[src/rtl/hang_det_pkg.sv]
package hang_det_pkg;

  localparam int WORD_W   = 32;
  localparam int CODE_W   = 3;
  localparam int BB_SIG_N = 4;

  localparam logic [CODE_W-1:0] HC_NONE      = 3'd0;
  localparam logic [CODE_W-1:0] HC_BB_SPUR   = 3'd1;
  localparam logic [CODE_W-1:0] HC_BB_BURST  = 3'd2;
  localparam logic [CODE_W-1:0] HC_BB_CLEAR  = 3'd3;
  localparam logic [CODE_W-1:0] HC_MAC_CHAIN = 3'd4;
  localparam logic [CODE_W-1:0] HC_MAC_QUEUE = 3'd5;

  typedef enum logic [1:0] {ST_IDLE, ST_WAIT, ST_EVAL} det_state_e;

  // Baseband pattern list, index 0 has the highest priority.
  function automatic logic [WORD_W-1:0] bb_mask(input int idx);
    case (idx)
      3:       return 32'h7E7F_FFEF;
      default: return 32'h7E00_0B00;
    endcase
  endfunction

  function automatic logic [WORD_W-1:0] bb_value(input int idx);
    case (idx)
      0:       return 32'h1E00_0000;
      1:       return 32'h5200_0B00;
      2:       return 32'h1800_0B00;
      default: return 32'h0070_2400;
    endcase
  endfunction

  function automatic logic [CODE_W-1:0] bb_code(input int idx);
    case (idx)
      0:       return HC_BB_SPUR;
      1:       return HC_BB_BURST;
      default: return HC_BB_CLEAR;
    endcase
  endfunction

endpackage

[src/rtl/hang_bb_match.sv]
module hang_bb_match
  import hang_det_pkg::*;
(
  input  logic [WORD_W-1:0] obs,
  output logic              hit,
  output logic [CODE_W-1:0] code
);

  logic [BB_SIG_N-1:0] sig_hit;

  for (genvar i = 0; i < BB_SIG_N; i++) begin : g_sig
    assign sig_hit[i] = (obs & bb_mask(i)) == bb_value(i);
  end

  // Lowest index wins.
  always_comb begin
    code = HC_NONE;
    for (int i = BB_SIG_N - 1; i >= 0; i--) begin
      if (sig_hit[i]) code = bb_code(i);
    end
  end

  assign hit = |sig_hit;

endmodule

[src/rtl/hang_mac_match.sv]
module hang_mac_match #(
  parameter int FIELD_W     = 5,
  parameter int FIELDS_A    = 6,
  parameter int FIELDS_B    = 4,
  parameter int CHAIN_STATE = 6
) (
  input  logic [10:0]                 q_fields,   // queue-state bits [28:18]
  input  logic [FIELDS_A*FIELD_W-1:0] unit_a,
  input  logic [FIELDS_B*FIELD_W-1:0] unit_b,
  input  logic [1:0]                  cmpl,
  output logic                        chain_hit,
  output logic                        queue_hit
);

  localparam int N_FIELDS = FIELDS_A + FIELDS_B;

  logic [N_FIELDS-1:0] field_hit;

  for (genvar i = 0; i < FIELDS_A; i++) begin : g_unit_a
    assign field_hit[i] = unit_a[i*FIELD_W +: FIELD_W] == FIELD_W'(CHAIN_STATE);
  end
  for (genvar j = 0; j < FIELDS_B; j++) begin : g_unit_b
    assign field_hit[FIELDS_A+j] = unit_b[j*FIELD_W +: FIELD_W] == FIELD_W'(CHAIN_STATE);
  end

  assign chain_hit = (|field_hit) && (cmpl == 2'b01);

  // q_fields[3:0]=bits 21:18, [7:4]=bits 25:22, [10:8]=bits 28:26
  assign queue_hit = (q_fields[3:0] == 4'h9) && (q_fields[7:4] == 4'h8) &&
                     (q_fields[10:8] == 3'h4);

endmodule

[src/rtl/hang_sig_detector.sv]
module hang_sig_detector
  import hang_det_pkg::*;
#(
  parameter int NUM_READS = 50,
  parameter int GAP_W     = 16
) (
  input  logic              clk,
  input  logic              rst_n,
  input  logic              req,
  input  logic              req_bb_en,
  input  logic              req_mac_en,
  input  logic [GAP_W-1:0]  sample_gap,
  input  logic [WORD_W-1:0] obs_word,
  input  logic [WORD_W-1:0] dma_dbg3,
  input  logic [WORD_W-1:0] dma_dbg4,
  input  logic [WORD_W-1:0] dma_dbg5,
  input  logic [WORD_W-1:0] dma_dbg6,
  output logic              busy,
  output logic              done,
  output logic [CODE_W-1:0] hang_code
);

  localparam int CNT_W = $clog2(NUM_READS + 1);

  // Reset synchroniser: asserts at once, releases on the clock.
  logic rst_meta_q, arst_n;
  always_ff @(posedge clk or negedge rst_n) begin
    if (!rst_n) begin
      rst_meta_q <= 1'b0;
      arst_n     <= 1'b0;
    end else begin
      rst_meta_q <= 1'b1;
      arst_n     <= rst_meta_q;
    end
  end

  det_state_e        state_q, state_d;
  logic [GAP_W-1:0]  gap_q, gap_cnt_q, gap_cnt_d;
  logic [CNT_W-1:0]  rd_cnt_q, rd_cnt_d;
  logic              bb_ok_q, bb_ok_d, mac_ok_q, mac_ok_d;
  logic              en_bb_q, en_mac_q;
  logic              done_q, done_d;
  logic [CODE_W-1:0] code_q, code_d;
  logic [WORD_W-1:0] s_obs_q, s_d3_q, s_d4_q, s_d5_q, s_d6_q;

  logic              start, read_now;
  logic              bb_same, mac_same;
  logic              bb_hit, chain_hit, queue_hit;
  logic [CODE_W-1:0] bb_code_w;

  assign start    = (state_q == ST_IDLE) && req;
  assign read_now = (state_q == ST_WAIT) && (gap_cnt_q == '0);
  assign bb_same  = obs_word == s_obs_q;
  assign mac_same = (dma_dbg3 == s_d3_q) && (dma_dbg4 == s_d4_q) &&
                    (dma_dbg5 == s_d5_q) && (dma_dbg6 == s_d6_q);

  hang_bb_match u_bb (
    .obs  (s_obs_q),
    .hit  (bb_hit),
    .code (bb_code_w)
  );

  hang_mac_match u_mac (
    .q_fields  (s_d3_q[28:18]),
    .unit_a    (s_d4_q[29:0]),
    .unit_b    (s_d5_q[19:0]),
    .cmpl      (s_d6_q[1:0]),
    .chain_hit (chain_hit),
    .queue_hit (queue_hit)
  );

  // Next-state logic
  always_comb begin
    state_d   = state_q;
    gap_cnt_d = gap_cnt_q;
    rd_cnt_d  = rd_cnt_q;
    bb_ok_d   = bb_ok_q;
    mac_ok_d  = mac_ok_q;
    done_d    = 1'b0;
    code_d    = code_q;
    case (state_q)
      ST_IDLE: begin
        if (req) begin
          state_d   = ST_WAIT;
          gap_cnt_d = sample_gap;
          rd_cnt_d  = '0;
          bb_ok_d   = 1'b1;
          mac_ok_d  = 1'b1;
        end
      end
      ST_WAIT: begin
        if (gap_cnt_q == '0) begin
          bb_ok_d   = bb_ok_q & bb_same;
          mac_ok_d  = mac_ok_q & mac_same;
          rd_cnt_d  = rd_cnt_q + 1'b1;
          gap_cnt_d = gap_q;
          if (rd_cnt_q == CNT_W'(NUM_READS - 1)) state_d = ST_EVAL;
        end else begin
          gap_cnt_d = gap_cnt_q - 1'b1;
        end
      end
      ST_EVAL: begin
        state_d = ST_IDLE;
        done_d  = 1'b1;
        if (en_bb_q && bb_ok_q && bb_hit)             code_d = bb_code_w;
        else if (en_mac_q && mac_ok_q && chain_hit)   code_d = HC_MAC_CHAIN;
        else if (en_mac_q && mac_ok_q && queue_hit)   code_d = HC_MAC_QUEUE;
        else                                          code_d = HC_NONE;
      end
      default: state_d = ST_IDLE;
    endcase
  end

  // Control registers
  always_ff @(posedge clk or negedge arst_n) begin
    if (!arst_n) begin
      state_q   <= ST_IDLE;
      gap_cnt_q <= '0;
      rd_cnt_q  <= '0;
      bb_ok_q   <= 1'b0;
      mac_ok_q  <= 1'b0;
      done_q    <= 1'b0;
      code_q    <= HC_NONE;
    end else begin
      state_q   <= state_d;
      gap_cnt_q <= gap_cnt_d;
      rd_cnt_q  <= rd_cnt_d;
      bb_ok_q   <= bb_ok_d;
      mac_ok_q  <= mac_ok_d;
      done_q    <= done_d;
      code_q    <= code_d;
    end
  end

  // Snapshot and request settings, loaded only on an accepted request
  always_ff @(posedge clk or negedge arst_n) begin
    if (!arst_n) begin
      gap_q    <= '0;
      en_bb_q  <= 1'b0;
      en_mac_q <= 1'b0;
      s_obs_q  <= '0;
      s_d3_q   <= '0;
      s_d4_q   <= '0;
      s_d5_q   <= '0;
      s_d6_q   <= '0;
    end else if (start) begin
      gap_q    <= sample_gap;
      en_bb_q  <= req_bb_en;
      en_mac_q <= req_mac_en;
      s_obs_q  <= obs_word;
      s_d3_q   <= dma_dbg3;
      s_d4_q   <= dma_dbg4;
      s_d5_q   <= dma_dbg5;
      s_d6_q   <= dma_dbg6;
    end
  end

  assign busy      = state_q != ST_IDLE;
  assign done      = done_q;
  assign hang_code = code_q;

endmodule

[config.mk]
export PLATFORM = sky130hd
export DESIGN_NAME = hang_sig_detector
export DESIGN_NICKNAME = d
export VERILOG_FILES = /design/src/rtl/hang_det_pkg.sv /design/src/rtl/hang_bb_match.sv /design/src/rtl/hang_mac_match.sv /design/src/rtl/hang_sig_detector.sv
export SDC_FILE = /design/constraint.sdc
export NUM_CORES = 1
export LEC_CHECK = 0
export CORE_ASPECT_RATIO = 0.8
export CORE_MARGIN = 1
export CORE_UTILIZATION = 55
export CTS_BUF_LIST = sky130_fd_sc_hd__clkbuf_2
export CTS_CLUSTER_DIAMETER = 60
export DETAILED_ROUTE_END_ITERATION = 7
export PLACE_DENSITY = 0.83
export SLEW_MARGIN = 20
export SYNTH_ARGS = -nofsm -noshare
export SYNTH_HDL_FRONTEND = slang
export SYNTH_SLANG_ARGS = --single-unit
export TNS_END_PERCENT = 30
[constraint.sdc]
create_clock -name clk -period 7.6 [get_ports clk]
set_input_delay 1.52 -clock clk [delete_from_list [all_inputs] [get_ports clk]]
set_output_delay 1.52 -clock clk [all_outputs]
set_load 0.02 [all_outputs]
[After elaboration in Yosys (flattened, before gate mapping)]
Cells that the tools add are included.
Word-level totals
  latch bits: 0
  memory bits (read-only): 0
  output and inout port bits: 5
  memories: 0
  word-level logic and storage cells: 94
  bits in registers: 210
  memory bits (writable): 0
Operators by class
  divide/modulo/power cells: 0
  order comparisons: 0
  bitwise logic cells: 2
  mux-type cells: 23
  shift-type cells: 0
  reductions and logical operators: 21
  $add $sub $neg: 2
  $mul: 0
  equality and inequality tests: 29
Operator list (count)
  $eq A32 B32 Y1: 5
  $eq A5 B3 Y1 const B: 10
  $mux W16: 2
  $pmux W16 S2: 1
  $eq A28 B22 Y1 const B: 1
  $eq A9 B7 Y1 const B: 2
  $mux W3: 6
  $logic_not A16 Y1: 1
  $sub A16 B1 Y16 const B: 1
  $logic_and A1 B1 Y1: 12
  $mux W6: 2
  $pmux W6 S2: 1
  $reduce_or A10 Y1: 1
  $eq A9 B9 Y1 const B: 1
  $eq A4 B4 Y1 const B: 2
  $mux W2: 4
  $add A6 B1 Y6 const B: 1
  $eq A6 B6 Y1 const B: 1
  $reduce_and A3 Y1: 2
  $eq A2 B1 Y1 const B: 2
  $mux W1: 4
  $ne A2 B1 Y1 const B: 2
  $pmux W1 S2: 2
  $pmux W2 S2: 1
  8 further kinds: 10

[Depth between registers and ports, before layout]
Gate-level depths: netlist (run 1).
  depth in word-level cells: 7
  mapped depth: 9
  mapped depth without buffers: 8

[By module]
From an unflattened synthesis (run 1), not the netlist that was laid out.
Second synthesis, totals
  cell total of the unflattened synthesis: 1233
  area, all modules: 10596.4 um^2
Modules (own cells, without submodules)
  hang_sig_detector: times used 1, area each 10203.5 um^2, cells an instance 1179
  hang_mac_match: times used 1, area each 226.5 um^2, cells an instance 28
  hang_bb_match: times used 1, area each 166.4 um^2, cells an instance 26

[Least setup slack after synthesis (run 1)]
OpenSTA, ideal clock, no wires.
  path kind: input -> register
  from: input req
  to: register s_d3_q[0]
  buffers on the path: 3
  arrival time: 2.979 ns
  stages: 6
  slack: 4.556 ns
  cell sequence: nor3b_1 clkbuf_1 clkbuf_1 buf_2 nand2_1 nand2_1
On the way
  word-level cells in the longest chain between the ends: 1
Ends and longest elaborated chain
  start, declared: RTL line hang_sig_detector.sv:9  | input logic req,
  $logic_and A1 B1 Y1: RTL line hang_sig_detector.sv:51  | assign start = (state_q == ST_IDLE) && req;
  end signal, assigned: RTL line hang_sig_detector.sv:151  | s_d3_q <= dma_dbg3;
  end, declared: RTL line hang_sig_detector.sv:44  | logic [WORD_W-1:0] s_obs_q, s_d3_q, s_d4_q, s_d5_q, s_d6_q;
No other way between the ends.
A chain may end at the register's enable or synchronous reset.

[Worst setup path in the final report (run 1)]
  from: register state_q[0]
  to: output busy
On the way
  word-level cells in the longest chain between the ends: 1
Ends and longest elaborated chain
  start, declared: RTL line hang_sig_detector.sv:37  | det_state_e state_q, state_d;
  start signal, assigned: RTL line hang_sig_detector.sv:125  | state_q <= state_d;
  $reduce_bool A2 Y1: RTL line hang_sig_detector.sv:158  | assign busy = state_q != ST_IDLE;
  end, declared: RTL line hang_sig_detector.sv:18  | output logic busy,
No other way between the ends.

==> impl_results.md, run 1 <==
* Unrepaired setup endpoints after global routing: false
* Final setup vio count at 0
* Power share of the combinational group at 15.3%
* Number of cells in the finished layout apart from fillers at 1707
* Later-pin clock latency in the skew report at 0.82 ns
* Worst Hold End: arst_n$_DFF_PN0_
* Relative slew slack at 34.6%
* Width of the die at 157 um
* Setup TNS after final layout at 0 ns
* Power density over cell area at 181 nW/um^2
* Area overhead of the layout relative to synthesis at 23.2%
* Worst Clk Skew at 0.0343 ns
* Number of clock buffers inserted by TritonCTS at 51
* Worst min-delay path category: reg2reg
* Number of violations reported at the end of detailed-routing iteration 0 at 767
* Max Fclk at 279 MHz
* Total congestion overflow after global routing at 0
* IO buf count at 185
* Total internal power at 1.66 mW
* Distinct cells, synth at 52
* Core area at 18400 um^2
* Fillers at 1415
* Number of warnings reported in the yosys synthesis log at 0
* Hold buffer count at cts at 0
* Number of design rule violations left after detail routing at 0
* Sequential cell fraction of total power at 54.6%
* Largest voltage drop on the vdd net at 0.0000975 V
* Number of cells upsized or downsized after cts at 0
* First-pass detailed-route iteration total at 5
* I/O pin total at 186
* Syn Nets at 1411
* Average cell area after synthesis at 8.61 um^2
* Async set-or-reset flop fraction in the synthesized netlist at 100%
* Overall power of the completed layout at 2.36 mW
* Routability Congestion at 0.834
* Setup slack, reg-to-reg at 4.91 ns
* Wire length per cell at 15.9 um
* Synth Register Bits at 210
* Setup Fix Bufs, Post-CTS at 0
* Vias in the first global route at 8898
* Number of maximum-capacitance constraint violations at 0
* ANT nets after route at 0
* Worst hold path depth at 0
* Clock Power Share at 30.1%
* HPWL after DPL at 19000 um
* Footprint of the flip-flops and latches at 5260 um^2
* TritonCTS clock tree: yes
* Clock root cell: sky130_fd_sc_hd__clkbuf_2
* Fin. max-slew vios at 0
* Final Hold Vio Count at 0
* Final-layout worst hold slack at 0.337 ns
* Die area at 19800 um^2
* Vias/cell at 5.30
* Depth of the most critical reg-to-reg path at 6
* Switching fraction of total power at 29.7%
* Htree depth at 2
* # clock sinks at 210
* Aggregate global-route resource usage at 28.3%
* Largest net degree at the start of global routing at 114
* Required time at the endpoint of the critical path at 6.08 ns
* Synthesized instance count at 1226
* Number of enable flip-flop cells after synthesis at 0
* Final Util at 70.5%
* Worst reg2reg path endpoint: gap_cnt_q[15]$_DFFE_PN0P_
* Kind of start point of the critical path: flip-flop
* Wire length of the first global-routing pass at 43700 um
* Buffers from clock root to sink, at most at 3
* Leading register cell type out of synthesis: sky130_fd_sc_hd__dfrtp_1
* Critical setup path kind: reg2out
* Nets at 1605
* Hold Startpoint: rst_meta_q$_DFF_PN0_
* Post-synthesis cell area at 10600 um^2
* Max Fanout on Critical Path at 5
* # rows at 44
* Die span in y at 126 um
* Crit. End Element: output pin
* Placed insts at 1619
* CP arrival at 2.06 ns
* Static Leak at 6.62 nW
* Least-Margin Pin Slew at 0.981 ns
* Detailed-route wire length at 27100 um
* Final Cycle Share at 47.1%
* Effective utilization at floorplan at 57.2%
* Register clock-pin slew on the reported worst setup and hold paths at 0.12 ns
* Post-layout min period at 3.58 ns
* Total number of vias at 9041
* Number of antenna violations at the first check in global routing at 2
* Startpoint of the most critical register-to-register path: gap_cnt_q[8]$_DFFE_PN0P_
* Reported net switching power at 0.700 mW
* Fraction of final layout cells sized beyond drive strength 1 at 6.49%
* Total area of multi-input combinational cells at 5060 um^2
* Fraction of the yosys area taken by sequential cells at 49.8%
* Status: complete, no violations
## cells in the final DEF (no fill, tap or decap), types with 5 or more instances in the layout
| cell | synthesis | final |
|---|---|---|
| sky130_fd_sc_hd__a21o_1 | 7 | 7 |
| sky130_fd_sc_hd__a21oi_1 | 11 | 11 |
| sky130_fd_sc_hd__a31oi_1 | 6 | 6 |
| sky130_fd_sc_hd__and3_1 | 5 | 5 |
| sky130_fd_sc_hd__clkbuf_2 | 0 | 78 |
| sky130_fd_sc_hd__clkdlybuf4s50_1 | 0 | 185 |
| sky130_fd_sc_hd__dfrtp_1 | 210 | 209 |
| sky130_fd_sc_hd__diode_2 | 0 | 5 |
| sky130_fd_sc_hd__inv_1 | 10 | 10 |
| sky130_fd_sc_hd__nand2_1 | 556 | 555 |
| sky130_fd_sc_hd__nand3_1 | 7 | 7 |
| sky130_fd_sc_hd__nand4_1 | 13 | 13 |
| sky130_fd_sc_hd__nor2_1 | 33 | 33 |
| sky130_fd_sc_hd__nor3_1 | 6 | 6 |
| sky130_fd_sc_hd__nor4_1 | 48 | 48 |
| sky130_fd_sc_hd__o21ai_0 | 14 | 14 |
| sky130_fd_sc_hd__o21ai_1 | 8 | 8 |
| sky130_fd_sc_hd__o31ai_1 | 5 | 5 |
| sky130_fd_sc_hd__or4bb_1 | 8 | 8 |
| sky130_fd_sc_hd__xor2_1 | 160 | 160 |
## cell usage after synthesis, types with 7 or more instances
master                     number  area, um^2
sky130_fd_sc_hd__nand2_1      556        2090
sky130_fd_sc_hd__dfrtp_1      210        5260
sky130_fd_sc_hd__xor2_1       160        1400
sky130_fd_sc_hd__nor4_1        48         300
sky130_fd_sc_hd__clkbuf_1      38         143
sky130_fd_sc_hd__nor2_1        33         124
sky130_fd_sc_hd__o21ai_0       14        70.1
sky130_fd_sc_hd__nand4_1       13        81.3
sky130_fd_sc_hd__a21oi_1       11        55.1
sky130_fd_sc_hd__buf_2         10        50.1
sky130_fd_sc_hd__inv_1         10        37.5
sky130_fd_sc_hd__o21ai_1        8        40.0
sky130_fd_sc_hd__or4bb_1        8        90.1
sky130_fd_sc_hd__a21o_1         7        52.6
sky130_fd_sc_hd__nand3_1        7        35.0
## registers in the layout (all words and copies together) (netlist names), 6 cells and up
signal / count
s_d5_q: 32
s_d4_q: 32
s_d3_q: 32
s_d6_q: 32
s_obs_q: 32
rd_cnt_q: 6
gap_q: 16
gap_cnt_q: 16
## per-layer routing
layer | GRT usage, % | part of all wire (%)
met2 | 46.1 | 47
met1 | 36.3 | 43
met3 | 7.88 | 7.9
met4 | 9.40 | 2.1
met5 | 0 | 0.033
## critical path, cell delays in order (launching register included)
cell and delay [ns]:
sky130_fd_sc_hd__dfrtp_1 0.43, sky130_fd_sc_hd__nor2_1 0.24, sky130_fd_sc_hd__inv_1 0.06, sky130_fd_sc_hd__clkdlybuf4s50_1 0.53
## stage by stage
| step | setup slack, ns | cell area, um^2 |
|---|---|---|
| floorplan | 1.31 | 10600 |
| global placement | 3.35 | 12600 |
| detailed placement | 3.33 | 12600 |
| CTS | 3.94 | 13000 |
| global route | 3.90 | 13000 |
| finish | 4.02 | 13000 |
## power groups by stage
stage | Clock (mW) | Sequential (mW) | Combinational (mW)
2_1_floorplan | 0 | 1.29 | 0.198
3_3_place_gp | 0 | 1.30 | 0.344
3_5_place_dp | 0 | 1.31 | 0.354
4_1_cts | 0.726 | 1.29 | 0.356
5_1_grt | 0.788 | 1.30 | 0.401
6_report | 0.710 | 1.29 | 0.361
## final cells by class
cell class | instances | share of cell area [%]
sequential | 210 | 40.4
clock buffer | 78 | 3.00
clock inverter | 4 | 0.115
timing repair buffer | 191 | 14.7
antenna | 5 | 0.0962
multi-input combinational | 956 | 38.9
inverter | 10 | 0.289
tap | 253 | 2.43
## logic make-up after synthesis
kind of cell | Yosys count | synth area share (%)
AOI/OAI and AO/OA | 77 | 4.81
xor gates and xnor gates | 163 | 13.5
adders and majority gates | 4 | 0.474
buffers and inverters | 60 | 2.39
DFF | 210 | 49.8
other | 1 | 0.0355
and+or+nand+nor | 711 | 29.0
## how the worst max path moves through the flow
stage,to,start,cells past startpoint,slack (ns)
after floorplan,bb_ok_q$_DFFE_PN0P_,arst_n$_DFF_PN0_,0,1.31
after global placement,s_d4_q[4]$_DFFE_PN0P_,req,5,3.35
after detailed placement,s_d4_q[4]$_DFFE_PN0P_,req,5,3.33
after CTS,busy,state_q[0]$_DFFE_PN0P_,3,3.94
after global routing,busy,state_q[0]$_DFFE_PN0P_,3,3.90
final,busy,state_q[0]$_DFFE_PN0P_,3,4.02
(Power assumes the default switching activity.)
==> run 2, diff against run 1 <==
==> constraint.sdc (replaced) <==
create_clock -name clk -period 3.4 [get_ports clk]
set_input_delay 0.68 -clock clk [delete_from_list [all_inputs] [get_ports clk]]
set_output_delay 0.68 -clock clk [all_outputs]
set_load 0.02 [all_outputs]
==> run 2 against run 1 <==
  * Sequential power grew 120%
  * Die area is the same
  * Utilization grew 0.46 points
  * Largest power group unchanged
==> impl_results.md, run 2 (synthesized netlist as in run 1, its figures left out) <==
* Number of clock buffers inserted by TritonCTS at 53 (was 51)
* Status: complete, no violations (unchanged)
* Number of antenna violations at the first check in global routing at 4 (was 2)
* Worst min-delay path category: reg2reg (unchanged)
* Setup TNS after final layout at 0 ns (unchanged)
* Nets at 1611 (was 1605)
* Width of the die at 157 um (unchanged)
* Static Leak at 6.67 nW (was 6.62 nW)
* Number of maximum-capacitance constraint violations at 0 (unchanged)
* Vias in the first global route at 8934 (was 8898)
* Fin. max-slew vios at 0 (unchanged)
* Largest net degree at the start of global routing at 105 (was 114)
* Wire length per cell at 16.1 um (was 15.9 um)
* Total area of multi-input combinational cells at 5060 um^2 (unchanged)
* Final Hold Vio Count at 0 (unchanged)
* Least-Margin Pin Slew at 0.956 ns (was 0.981 ns)
* Buffers from clock root to sink, at most at 3 (unchanged)
* Highest-delay cell along the critical path: sky130_fd_sc_hd__clkdlybuf4s50_1 (unchanged)
* Vias/cell at 5.26 (was 5.30)
* HPWL after DPL at 19700 um (was 19000 um)
* Core area at 18400 um^2 (unchanged)
* Commonest non-fill, non-tap cell in the layout: sky130_fd_sc_hd__nand2_1 (unchanged)
* Total congestion overflow after global routing at 0 (unchanged)
* Worst hold path depth at 0 (unchanged)
* # clock sinks at 210 (unchanged)
* Max incr delay on CP at 0.53 ns (about the same)
* Die span in y at 126 um (unchanged)
* Later-pin clock latency in the skew report at 0.82 ns (about the same)
* Area overhead of the layout relative to synthesis at 24.0% (was 23.2%)
* Max Fclk at 361 MHz
* IO buf count at 185 (unchanged)
* Number of violations reported at the end of detailed-routing iteration 0 at 571 (was 767)
* Critical setup path kind: reg2out (unchanged)
* Footprint of the flip-flops and latches at 5260 um^2 (unchanged)
* Clock root cell: sky130_fd_sc_hd__clkbuf_2 (unchanged)
* Placed insts at 1623 (was 1619)
* Die area at 19800 um^2 (unchanged)
* Effective utilization at floorplan at 57.2% (unchanged)
* I/O pin total at 186 (unchanged)
* Max Fanout on Critical Path at 5 (unchanged)
* Required time at the endpoint of the critical path at 2.72 ns (was 6.08 ns)
* Register clock-pin slew on the reported worst setup and hold paths at 0.11 ns (was 0.12 ns)
* Htree depth at 2 (unchanged)
* TritonCTS clock tree: yes (unchanged)
* Fraction of final layout cells sized beyond drive strength 1 at 6.74% (was 6.49%)
* Wire length of the first global-routing pass at 44500 um (was 43700 um)
* Final Cycle Share at 81.5%
* Critical path buffer and inverter count at 2 (unchanged)
* Overall power of the completed layout at 5.28 mW (was 2.36 mW)
* Number of cells in the finished layout apart from fillers at 1708 (was 1707)
* Crit. End Element: output pin (unchanged)
* # rows at 44 (unchanged)
* Total number of vias at 8977 (was 9041)
* CP arrival at 2.09 ns (was 2.06 ns)
* Worst Clk Skew at 0.0630 ns (was 0.0343 ns)
* ANT nets after route at 0 (unchanged)
* Power density over cell area at 403 nW/um^2 (was 181 nW/um^2)
* Routability Congestion at 0.862 (was 0.834)
* Detailed-route wire length at 27500 um (was 27100 um)
* Fillers at 1471 (was 1415)
* Number of design rule violations left after detail routing at 0 (unchanged)
* Cells along the critical path: nor2_1, inv_1, clkdlybuf4s50_1 (unchanged)
* Most frequent cells in the layout: sky130_fd_sc_hd__nand2_1 (555), sky130_fd_sc_hd__dfrtp_1 (209), sky130_fd_sc_hd__clkdlybuf4s50_1 (185) (unchanged)
* Largest voltage drop on the vdd net at 0.000268 V (was 0.0000975 V)
* Crit-path leading delay family: buffers and inverters (unchanged)
* First-pass detailed-route iteration total at 5 (unchanged)
* Aggregate global-route resource usage at 28.8% (was 28.3%)
* Kind of start point of the critical path: flip-flop (unchanged)
* Unrepaired setup endpoints after global routing: false (unchanged)
* Final setup vio count at 0 (unchanged)
* Setup Fix Bufs, Post-CTS at 0 (unchanged)
* Relative slew slack at 36.0% (was 34.6%)
* Depth of the most critical reg-to-reg path at 6 (unchanged)
* Critical path depth at 3 (unchanged)
* Post-layout min period at 2.77 ns
## run 2: cell count changes in the layout (fill, tap and decap cells not counted)
cell,before,now
sky130_fd_sc_hd__buf_4,4,3
sky130_fd_sc_hd__buf_6,1,0
sky130_fd_sc_hd__diode_2,5,1
sky130_fd_sc_hd__buf_12,1,6
sky130_fd_sc_hd__dlygate4sd3_1,0,1
sky130_fd_sc_hd__inv_2,0,1
## run 2: path summary, 6_finish.rpt
check                                       endpoint  slack, ns                      from
hold / removal                      arst_n$_DFF_PN0_       0.34      rst_meta_q$_DFF_PN0_
min in group asynchronous     s_d6_q[14]$_DFFE_PN0P_       0.47          arst_n$_DFF_PN0_
setup reg to reg           gap_cnt_q[15]$_DFFE_PN0P_       0.74  gap_cnt_q[8]$_DFFE_PN0P_
setup / recovery                                busy       0.63    state_q[1]$_DFFE_PN0P_
max in group asynchronous    rd_cnt_q[0]$_DFFE_PN0P_       2.12          arst_n$_DFF_PN0_
hold reg to reg                     arst_n$_DFF_PN0_       0.34      rst_meta_q$_DFF_PN0_
## run 2: per-stage QoR
| stage | hold slack (ns) | setup WS (ns) | instance area, um^2 | util, % |
|---|---|---|---|---|
| finish | 0.335 | 0.628 | 13100 | 71.0 |
| global route | 0.351 | 0.469 | 13100 | 70.9 |
| CTS | 0.341 | 0.579 | 13100 | 70.9 |
| detailed placement | 0.336 | 0.546 | 12700 | 68.7 |
| global placement | 0.334 | 0.547 | 12700 | 68.7 |
| floorplan | 0.331 | 1.20 | 10600 | - |
## run 2: layout make-up
class,instances,share of cell area (%)
timing repair buffer,195,15.3
inverter,10,0.287
clock inverter,5,0.143
sequential,210,40.2
tap,253,2.42
clock buffer,78,2.98
multi-input combinational,956,38.7
antenna,1,0.0191
## run 2: per-layer routing
metal	wire length [um]	GRT usage, %	vias up
li1	-	-	4409
met1	11700	36.7	4238
met2	13000	46.8	276
met3	2240	9.26	48
met4	559	8.71	6
met5	41	0	-
## run 2: repair_timing
action	CTS	global route
setup endpoints to repair	0	0
endpoints found under the hold margin	2	0
gates resized for setup	0	0
hold buffers	1	0
## run 2: where the power goes
part | leakage (nW) | internal, mW | switching (mW)
sequential | 2.68 | 2.68 | 0.207
combinational | 3.65 | 0.443 | 0.361
clock | 0.335 | 0.592 | 0.997
total | 6.67 | 3.71 | 1.56
